===== src/rtl/cfgPortPkg.sv =====
package cfgPortPkg;
  localparam int BYTE_W = 8;
  localparam int NUM_SIDES = 2;
  // control field positions
  localparam int F_IDLE = 0;
  localparam int F_ARST = 1;
  localparam int F_BYP = 2;
  localparam int F_FMT = 3;
  localparam int F_COD_LO = 4;
  localparam int F_PDN = 6;
  localparam int SIDE_BIT = 6;

  typedef struct packed {
    logic shift;
    logic takeAddr;
    logic capCtl;
    logic capIn;
    logic commit;
    logic toY;
  } strobeT;
endpackage


===== src/rtl/cfgSync.sv =====
module cfgSync #(
  parameter int STAGES = 2,
  parameter int WIDTH = 1,
  parameter logic [WIDTH-1:0] RST_VAL = '0
) (
  input  logic             clk,
  input  logic             rstN,
  input  logic [WIDTH-1:0] din,
  output logic [WIDTH-1:0] dout
);
  logic [WIDTH-1:0] chain [STAGES];

  generate
    for (genvar i = 0; i < STAGES; i++) begin : g_stage
      always_ff @(posedge clk) begin
        if (!rstN) chain[i] <= RST_VAL;
        else if (i == 0) chain[i] <= din;
        else chain[i] <= chain[(i == 0) ? 0 : i - 1];
      end
    end
  endgenerate

  assign dout = chain[STAGES-1];
endmodule


===== src/rtl/cfgPortCtrl.sv =====
module cfgPortCtrl
  import cfgPortPkg::*;
#(
  parameter int ADDR_W = 6,
  parameter int SYNC_STAGES = 2,
  parameter int BYTES_PER_XFER = 4
) (
  input  logic              clk,
  input  logic              rstN,
  input  logic              swMode,
  input  logic              sclkIn,
  input  logic              sdiIn,
  input  logic              csN,
  input  logic [ADDR_W-1:0] devAddr,
  input  logic [BYTE_W-1:0] curByte,
  output logic              sdiBit,
  output logic              csIdle,
  output logic              addrHit,
  output strobeT            stb
);
  localparam int BIT_CW = $clog2(BYTE_W);
  localparam int BYTE_CW = $clog2(BYTES_PER_XFER) + 1;
  localparam logic [BIT_CW-1:0] LAST_BIT = BIT_CW'(BYTE_W - 1);
  localparam logic [BYTE_CW-1:0] DONE_CNT = BYTE_CW'(BYTES_PER_XFER);

  logic [2:0] syncOut;
  logic sclkS, sclkPrev, sclkRise, active, sample, lastBit;
  logic [BIT_CW-1:0] bitCnt;
  logic [BYTE_CW-1:0] byteCnt;
  logic sideY;

  cfgSync #(.STAGES(SYNC_STAGES), .WIDTH(3), .RST_VAL(3'b100)) uSync (
    .clk(clk), .rstN(rstN), .din({csN, sdiIn, sclkIn}), .dout(syncOut)
  );

  assign sclkS = syncOut[0];
  assign sdiBit = syncOut[1];
  assign csIdle = syncOut[2];

  always_ff @(posedge clk) begin
    if (!rstN) sclkPrev <= 1'b0;
    else sclkPrev <= sclkS;
  end

  assign sclkRise = sclkS & ~sclkPrev;
  assign active = ~csIdle & swMode;
  assign sample = sclkRise & active & (byteCnt < DONE_CNT);
  assign lastBit = (bitCnt == LAST_BIT);

  always_comb begin
    stb = '0;
    stb.toY = sideY;
    stb.shift = sample;
    stb.takeAddr = sample && lastBit && (byteCnt == BYTE_CW'(0));
    stb.capCtl = sample && lastBit && addrHit && (byteCnt == BYTE_CW'(1));
    stb.capIn = sample && lastBit && addrHit && (byteCnt == BYTE_CW'(2));
    stb.commit = sample && lastBit && addrHit && (byteCnt == BYTE_CW'(3));
  end

  always_ff @(posedge clk) begin
    if (!rstN || !active) begin
      bitCnt <= '0;
      byteCnt <= '0;
      addrHit <= 1'b0;
      sideY <= 1'b0;
    end else if (sample) begin
      bitCnt <= bitCnt + 1'b1;
      if (lastBit) byteCnt <= byteCnt + 1'b1;
      if (stb.takeAddr) begin
        addrHit <= (curByte[ADDR_W-1:0] == devAddr);
        sideY <= curByte[SIDE_BIT];
      end
    end
  end
endmodule


===== src/rtl/cfgPortData.sv =====
module cfgPortData
  import cfgPortPkg::*;
(
  input  logic                               clk,
  input  logic                               rstN,
  input  strobeT                             stb,
  input  logic                               sdiBit,
  output logic [BYTE_W-1:0]                  curByte,
  output logic [NUM_SIDES-1:0][BYTE_W-1:0]   ctlReg,
  output logic [NUM_SIDES-1:0][BYTE_W-1:0]   inReg,
  output logic [NUM_SIDES-1:0][BYTE_W-1:0]   outReg,
  output logic [NUM_SIDES-1:0]               idleF,
  output logic [NUM_SIDES-1:0]               arstF,
  output logic [NUM_SIDES-1:0]               bypF,
  output logic [NUM_SIDES-1:0]               fmtF,
  output logic [NUM_SIDES-1:0][1:0]          codF,
  output logic [NUM_SIDES-1:0]               outEnF
);
  logic [BYTE_W-1:0] shiftReg, holdCtl, holdIn;

  assign curByte = {sdiBit, shiftReg[BYTE_W-1:1]};

  always_ff @(posedge clk) begin
    if (!rstN) begin
      shiftReg <= '0;
      holdCtl <= '0;
      holdIn <= '0;
    end else begin
      if (stb.shift) shiftReg <= curByte;
      if (stb.capCtl) holdCtl <= curByte;
      if (stb.capIn) holdIn <= curByte;
    end
  end

  generate
    for (genvar s = 0; s < NUM_SIDES; s++) begin : g_side
      logic hit;
      assign hit = stb.commit && (stb.toY == (s == 1));
      always_ff @(posedge clk) begin
        if (!rstN) begin
          ctlReg[s] <= '0;
          inReg[s] <= '0;
          outReg[s] <= '0;
        end else if (hit) begin
          ctlReg[s] <= holdCtl;
          inReg[s] <= holdIn;
          outReg[s] <= curByte;
        end
      end
      assign idleF[s] = ctlReg[s][F_IDLE];
      assign arstF[s] = ctlReg[s][F_ARST];
      assign bypF[s] = ctlReg[s][F_BYP];
      assign fmtF[s] = ctlReg[s][F_FMT];
      assign codF[s] = ctlReg[s][F_COD_LO+1:F_COD_LO];
      assign outEnF[s] = ~ctlReg[s][F_PDN];
    end
  endgenerate
endmodule


===== src/rtl/cfgSerialPort.sv =====
module cfgSerialPort
  import cfgPortPkg::*;
#(
  parameter int ADDR_W = 6,
  parameter int SYNC_STAGES = 2
) (
  input  logic              clk,
  input  logic              rstN,
  input  logic              swMode,
  input  logic [ADDR_W-1:0] devAddr,
  input  logic              sclkIn,
  input  logic              sdiIn,
  input  logic              csN,
  output logic [7:0]        xCtrl,
  output logic [7:0]        xInSlot,
  output logic [7:0]        xOutSlot,
  output logic [7:0]        yCtrl,
  output logic [7:0]        yInSlot,
  output logic [7:0]        yOutSlot,
  output logic              xIdle,
  output logic              xAlgoRst,
  output logic              xBypass,
  output logic              xFormat,
  output logic [1:0]        xCoding,
  output logic              xOutEn,
  output logic              yIdle,
  output logic              yAlgoRst,
  output logic              yBypass,
  output logic              yFormat,
  output logic [1:0]        yCoding,
  output logic              yOutEn
);
  strobeT stb;
  logic sdiBit, csIdle, addrHit;
  logic [BYTE_W-1:0] curByte;
  logic [NUM_SIDES-1:0][BYTE_W-1:0] ctlReg, inReg, outReg;
  logic [NUM_SIDES-1:0] idleF, arstF, bypF, fmtF, outEnF;
  logic [NUM_SIDES-1:0][1:0] codF;

  cfgPortCtrl #(.ADDR_W(ADDR_W), .SYNC_STAGES(SYNC_STAGES)) uCtrl (
    .clk(clk), .rstN(rstN), .swMode(swMode), .sclkIn(sclkIn), .sdiIn(sdiIn),
    .csN(csN), .devAddr(devAddr), .curByte(curByte), .sdiBit(sdiBit),
    .csIdle(csIdle), .addrHit(addrHit), .stb(stb)
  );

  cfgPortData uData (
    .clk(clk), .rstN(rstN), .stb(stb), .sdiBit(sdiBit), .curByte(curByte),
    .ctlReg(ctlReg), .inReg(inReg), .outReg(outReg), .idleF(idleF),
    .arstF(arstF), .bypF(bypF), .fmtF(fmtF), .codF(codF), .outEnF(outEnF)
  );

  assign xCtrl = ctlReg[0];
  assign xInSlot = inReg[0];
  assign xOutSlot = outReg[0];
  assign yCtrl = ctlReg[1];
  assign yInSlot = inReg[1];
  assign yOutSlot = outReg[1];
  assign xIdle = idleF[0];
  assign xAlgoRst = arstF[0];
  assign xBypass = bypF[0];
  assign xFormat = fmtF[0];
  assign xCoding = codF[0];
  assign xOutEn = outEnF[0];
  assign yIdle = idleF[1];
  assign yAlgoRst = arstF[1];
  assign yBypass = bypF[1];
  assign yFormat = fmtF[1];
  assign yCoding = codF[1];
  assign yOutEn = outEnF[1];
endmodule


===== config.mk =====
export PLATFORM = sky130hd
export DESIGN_NAME = cfgSerialPort
export DESIGN_NICKNAME = d
export VERILOG_FILES = /design/src/rtl/cfgPortPkg.sv /design/src/rtl/cfgSync.sv /design/src/rtl/cfgPortCtrl.sv /design/src/rtl/cfgPortData.sv /design/src/rtl/cfgSerialPort.sv
export SDC_FILE = /design/constraint.sdc
export NUM_CORES = 1
export LEC_CHECK = 0
export ABC_CLOCK_PERIOD_IN_PS = 1860
export CAP_MARGIN = 15
export CORE_MARGIN = 2
export CORE_UTILIZATION = 46
export CTS_CLUSTER_SIZE = 12
export DETAILED_ROUTE_END_ITERATION = 6
export GPL_ROUTABILITY_DRIVEN = 0
export PLACE_DENSITY = 0.81
export SYNTH_ARGS = -nofsm -noshare
export SYNTH_HDL_FRONTEND = slang
export SYNTH_HIERARCHICAL = 1
export SYNTH_SLANG_ARGS = --single-unit

===== constraint.sdc =====
create_clock -name clk -period 1.86 [get_ports clk]
set_input_delay 0.465 -clock clk [delete_from_list [all_inputs] [get_ports clk]]
set_output_delay 0.465 -clock clk [all_outputs]
set_load 0.03 [all_outputs]

==> results.json, run 1 <==
{
  "status": "finished, final reports clean",
  "path_clk_slew_ns": 0.08,
  "fin_skew_ns": 0.00976,
  "antennaDiodeCount": 0,
  "dr.pass1.iters": 4,
  "slowest_delay_ns": 0.67,
  "slew-limit-headroom": 0.761,
  "wl_per_cell_um": 13.8,
  "finalPower_mw": 3.21,
  "crit_fanout": 2,
  "syn-num-nets": 363,
  "wl_met1_um": 3200,
  "track_usage": 0.175,
  "grt_pass1_wl_um": 11700,
  "layout-drive-gt1-share": 0.105,
  "drtIter0Drc": 106,
  "wl_met2_um": 3430,
  "postSynthCellCount": 344,
  "syn_to_final_growth_pct": 30.7,
  "vias_per_cell": 4.75,
  "final_cell_area_mm2": 0.00460,
  "endpoint_kind": "primary output",
  "hold_ws_ns": 0.416,
  "grt_max_degree": 67,
  "critPathLaunchType": "flop",
  "port_buffers": 73,
  "grt_overflow": 0,
  "critPathArrivalTime_ns": 1.36,
  "cap_violations": 0,
  "fill_cells": 606,
  "slew_violations": 0,
  "power_leakage_nw": 2.13,
  "crit_chain": "clkdlybuf4s50_1",
  "start_util": 0.480,
  "period_share": 0.981,
  "top_layer_used": "met4",
  "drc": 0,
  "cp_num_buf_inv": 1,
  "fin_crit_ns": 1.82,
  "insertion_delay_ns": 0.35,
  "vias": 2454,
  "multi_input_area_mm2": 0.00153,
  "clock.fmax_ghz": 0.548,
  "finalSetupViolCount": 0,
  "io_pins": 74,
  "hold_viol_final": 0,
  "seqCellArea_mm2": 0.00172,
  "critical_path_class": "flop to primary output",
  "fp-row-count": 31,
  "htreeDepth": 3,
  "final_net_count": 432,
  "first_global_vias": 2502,
  "dp_hpwl_um": 4970,
  "postCtsHoldBufs": 0,
  "cp_slowest_cell": "clkdlybuf4s50_1",
  "yosysWarnings": 6,
  "die_area_mm2": 0.00836,
  "tightest_slew_ns": 0.358,
  "crit_required_ns": 1.39,
  "cellPowerDensity_mw_per_mm2": 699,
  "ant_nets": 0,
  "vdd.ir_drop.worst_uv": 425,
  "clkSinkCount": 86,
  "cts_tree": "built",
  "path_delay_family": "buffers and inverters",
  "netlist_area_mm2": 0.00352,
  "die_w_um": 91.4,
  "cts_max_path_buffers": 2,
  "drt_wl_total_um": 7130,
  "dpl_cell_area_mm2": 0.00434,
  "cts_buffers": 9,
  "rsz0062_at_grt": "false",
  "cts-root-buf": "clkbuf_8",
  "antenna_found_initial": 0,
  "wl_met3_um": 354,
  "hp-class": "flop to flop",
  "die_h_um": 91.4,
  "coreArea_mm2": 0.00733,
  "avgSynthCellArea_um2": 10.2
}
-- final cells by class --
type                       count  share of cell area
timing repair buffer          92               0.218
inverter                       6             0.00490
sequential                    86               0.375
clock buffer                  13              0.0324
clock inverter                 3             0.00953
multi-input combinational    218               0.333
tap                           99              0.0269
-- flip-flops by register name, summed over array words and instances, names as in the netlist --
register           flops
uCtrl/sclkPrev         1
uData/shiftReg         7
uData/ctlReg           8
uData/holdIn           8
uCtrl/uSync/chain      6
uData/bypF             2
uCtrl/sideY            1
uCtrl/addrHit          1
uData/arstF            2
uData/codF             4
uData/outReg          16
uData/holdCtl          8
uCtrl/byteCnt          3
uCtrl/bitCnt           3
uData/inReg           16
-- final timing paths --
| kind | startpoint | end | slack, ns | depth (start not counted) |
|---|---|---|---|---|
| worst min-delay path | uCtrl/uSync/chain[0][2]$_SDFF_PN1_ | uCtrl/uSync/chain[1][2]$_SDFF_PN1_ | 0.42 | 1 |
| worst max register to register | uCtrl/bitCnt[0]$_SDFFE_PP0P_ | uData/holdIn[2]$_SDFFE_PN0P_ | 0.14 | 8 |
| worst min register to register | uCtrl/uSync/chain[0][2]$_SDFF_PN1_ | uCtrl/uSync/chain[1][2]$_SDFF_PN1_ | 0.42 | 1 |
| worst max-delay path | uData/outReg[8]$_SDFFE_PN0P_ | yOutSlot[0] | 0.04 | 1 |
-- per-layer routing --
metal  global-route usage  vias to the layer above
met4               0.0720                        0
li1                     -                     1240
met3               0.0365                       13
met5                    0                        -
met1                0.219                     1130
met2                0.293                       71
-- report_power, final --
part / internal (mW) / switching [mW] / total [mW]
combinational: 0.0432 / 0.0422 / 0.0854
sequential: 1.85 / 0.00244 / 1.85
clock: 0.660 / 0.618 / 1.28
-- metrics by stage --
stage                      util  setup slack, ns  instances  TNS [ns]
final                     0.627           0.0359        517         0
after global routing      0.627          0.00117        517         0
after CTS                 0.615          0.00117        517         0
after detailed placement  0.592           -0.274        501    -14.40
after global placement    0.592           -0.261        501    -13.39
after floorplan               -           0.0809        344         0
-- repair_timing --
action	in CTS	in global routing
buffers inserted	0	0
resized for setup	21	36
setup endpoints to repair	22	64
-- cells in the final DEF (no fill, tap or decap), types with 5 or more instances in the layout --
| master | instances |
|---|---|
| dfxtp_1 | 84 |
| nand2_1 | 77 |
| mux2i_1 | 72 |
| dlymetal6s2s_1 | 29 |
| nor2b_1 | 23 |
| clkdlybuf4s50_1 | 22 |
| dlygate4sd2_1 | 21 |
| buf_4 | 12 |
| clkbuf_8 | 10 |
| buf_12 | 7 |
| inv_1 | 6 |
| ha_1 | 6 |
| and2_1 | 5 |
No activity file was read; power rests on OpenSTA's default activity.
==> run 2: changes to the inputs <==
--- a/config.mk
+++ b/config.mk
@@ -8,12 +8,11 @@
 export ABC_CLOCK_PERIOD_IN_PS = 1860
 export CAP_MARGIN = 15
 export CORE_MARGIN = 2
-export CORE_UTILIZATION = 46
+export CORE_UTILIZATION = 45
 export CTS_CLUSTER_SIZE = 12
 export DETAILED_ROUTE_END_ITERATION = 6
 export GPL_ROUTABILITY_DRIVEN = 0
-export PLACE_DENSITY = 0.81
+export PLACE_DENSITY = 0.8
 export SYNTH_ARGS = -nofsm -noshare
 export SYNTH_HDL_FRONTEND = slang
-export SYNTH_HIERARCHICAL = 1
 export SYNTH_SLANG_ARGS = --single-unit
==> run 2 against run 1 <==
Effect of this change: synthesized cell count rose by 13%; global-route usage rose by 1.4 points; clock skew barely moved; total power rose by 1.7%; die area fell by 0.17%; register-to-register slack got worse by 0.06 ns; sequential cell count did not move; highest routed layer unchanged; via count rose by 13%; clock power barely moved; non-clock buffer count did not move; fmax rose by 0.90%; largest power group unchanged; cell count rose by 7.0%.
==> results.json, run 2 <==
{
  "layout-drive-gt1-share": 0.0903,
  "multi_input_area_mm2": 0.00146,
  "syn-num-nets": 408,
  "slowest_delay_ns": 0.66,
  "endpoint_kind": "primary output",
  "r2r_slack_ns": 0.08,
  "crit_fanout": 2,
  "path_delay_family": "buffers and inverters",
  "port_buffers": 73,
  "status": "finished, final reports clean",
  "cp_slowest_cell": "clkdlybuf4s50_1",
  "hold_viol_final": 0,
  "antenna_found_initial": 0,
  "fin_crit_ns": 1.81,
  "vdd.ir_drop.worst_uv": 372,
  "reg2reg_to": "uData.inReg[5]$_SDFFE_PN0P_",
  "yosysWarnings": 0,
  "synth.distinct_cells": 29,
  "netlist_area_mm2": 0.00343,
  "finalSetupViolCount": 0,
  "cp_num_buf_inv": 1,
  "die_w_um": 91.3,
  "yosys-top-cells-area": "dfxtp_1 50%, nand2_1 7.7%, nand3_1 7.6%, o21ai_0 7.1%, mux2i_1 5.0%",
  "dr.pass1.iters": 4,
  "ys.flop_type": "dfxtp_1",
  "synth_edf_count": 0,
  "ys_seq_area_frac": 0.501,
  "vias": 2770,
  "grt_max_degree": 49,
  "cap_violations": 0,
  "synth_top_cell_area_share": 0.501,
  "slew-limit-headroom": 0.722,
  "final_net_count": 468,
  "finalPower_mw": 3.27,
  "dp_hpwl_um": 5130,
  "final_cell_area_mm2": 0.00453,
  "wl_per_cell_um": 14.2,
  "tightest_slew_ns": 0.417,
  "async_flop_share": 0,
  "fin_cells": 553,
  "postSynthCellCount": 389,
  "clock.fmax_ghz": 0.553,
  "layout_commonest_cell": "dfxtp_1",
  "ys_seq_elements": 86,
  "hp-class": "flop to flop",
  "crit_required_ns": 1.39,
  "track_usage": 0.189,
  "hp-start": "uCtrl.uSync.chain[0][2]$_SDFF_PN1_",
  "critPathLaunchType": "flop",
  "die_area_mm2": 0.00834,
  "power_leakage_nw": 2.19,
  "grt_pass1_wl_um": 12600,
  "seqCellArea_mm2": 0.00172,
  "final_cell_mix": "86 x dfxtp_1, 70 x nand2_1, 52 x nand3_1",
  "min_to": "uCtrl.uSync.chain[1][2]$_SDFF_PN1_",
  "yosys.cell_count.top_type": "dfxtp_1",
  "clkSinkCount": 86,
  "drtIter0Drc": 85,
  "r2r-start": "uCtrl.bitCnt[0]$_SDFFE_PP0P_",
  "cts_tree": "built",
  "io_pins": 74,
  "critical_path_class": "flop to primary output",
  "fin_skew_ns": 0.00999,
  "die_h_um": 91.3,
  "crit_chain": "clkdlybuf4s50_1",
  "yosysTopAreaCell": "dfxtp_1",
  "cellPowerDensity_mw_per_mm2": 721,
  "fp-row-count": 31,
  "cts_max_path_buffers": 2,
  "holdPathStages": 1,
  "start_util": 0.468,
  "netlist_top_cells_count": "86 x dfxtp_1, 70 x nand2_1, 52 x nand3_1, 49 x o21ai_0, 22 x clkbuf_1",
  "drc": 0,
  "insertion_delay_ns": 0.36,
  "vias_per_cell": 5.01,
  "syn_to_final_growth_pct": 31.9,
  "rr_worst_depth": 8,
  "fill_cells": 622,
  "critPathArrivalTime_ns": 1.34,
  "largestRegisters": "uData.inReg (16), uData.outReg (16)",
  "avgSynthCellArea_um2": 8.83,
  "grt_overflow": 0,
  "cts-root-buf": "clkbuf_8",
  "antennaDiodeCount": 0,
  "path_clk_slew_ns": 0.08,
  "coreArea_mm2": 0.00733,
  "ant_nets": 0,
  "htreeDepth": 3,
  "dp.cells": 535,
  "slew_violations": 0,
  "first_global_vias": 2608,
  "period_share": 0.972,
  "cts_buffers": 9,
  "drt_wl_total_um": 7860,
  "dpl_cell_area_mm2": 0.00425
}
-- run 2: worst max path at each step --
stage	start	endpoint	slack [ns]	cells after the start
CTS	uData.ctlReg[6]$_SDFFE_PN0P_	xCtrl[6]	0.002	1
global route	uCtrl.bitCnt[0]$_SDFFE_PP0P_	uData.inReg[5]$_SDFFE_PN0P_	-0.02	8
detailed placement	swMode	uData.holdIn[5]$_SDFFE_PN0P_	-0.16	7
floorplan	uCtrl.bitCnt[0]$_SDFFE_PP0P_	uData.ctlReg[8]$_SDFFE_PN0P_	0.02	8
finish	uData.inReg[10]$_SDFFE_PN0P_	yInSlot[2]	0.05	1
global placement	swMode	uData.holdCtl[3]$_SDFFE_PN0P_	-0.08	7
-- run 2: power by group --
part           switching, mW  total [mW]  internal (mW)
clock                  0.657        1.31          0.658
combinational         0.0552       0.104         0.0487
sequential           0.00304        1.85           1.85
-- run 2: metal layers --
layer  share of wire  GRT usage  vias to the layer above
li1                -          -                     1400
met1            0.46      0.237                     1290
met2            0.49      0.312                       69
met3           0.039     0.0515                       11
met4           0.017     0.0644                        0
met5               0          0                        -
-- run 2: final cells by class --
type	count	area share
clock buffer	11	0.0312
clock inverter	5	0.0130
inverter	5	0.00414
multi-input combinational	255	0.323
sequential	86	0.380
tap	99	0.0274
timing repair buffer	92	0.221
-- run 2: what timing repair did --
| item | in CTS | in global routing |
|---|---|---|
| buffers inserted | 0 | 1 |
| gates resized for setup | 31 | 32 |
| hold buffers | 0 | 0 |
| setup endpoints to repair | 32 | 54 |
| gates cloned | 0 | 1 |
-- run 2: metrics by stage --
stage               TNS [ns]  setup slack [ns]   util  hold slack, ns
floorplan                  0            0.0245      -           0.386
detailed placement     -3.27            -0.160  0.580           0.406
global placement       -1.26           -0.0782  0.580           0.402
finish                     0            0.0521  0.618           0.419
CTS                        0           0.00240  0.602           0.425
global route         -0.0504           -0.0170  0.618           0.452
-- run 2: cell families (layout without fill, tap and decap cells) --
group	Yosys count	after routing	synth area share
AND/OR/NAND/NOR	162	162	0.234
flip-flops	86	86	0.501
AO/OA/AOI/OAI	61	61	0.0948
buffers and inverters	48	113	0.0743
multiplexers	17	17	0.0496
XOR/XNOR	8	8	0.0204
adder cells (fa/ha/maj)	7	7	0.0255
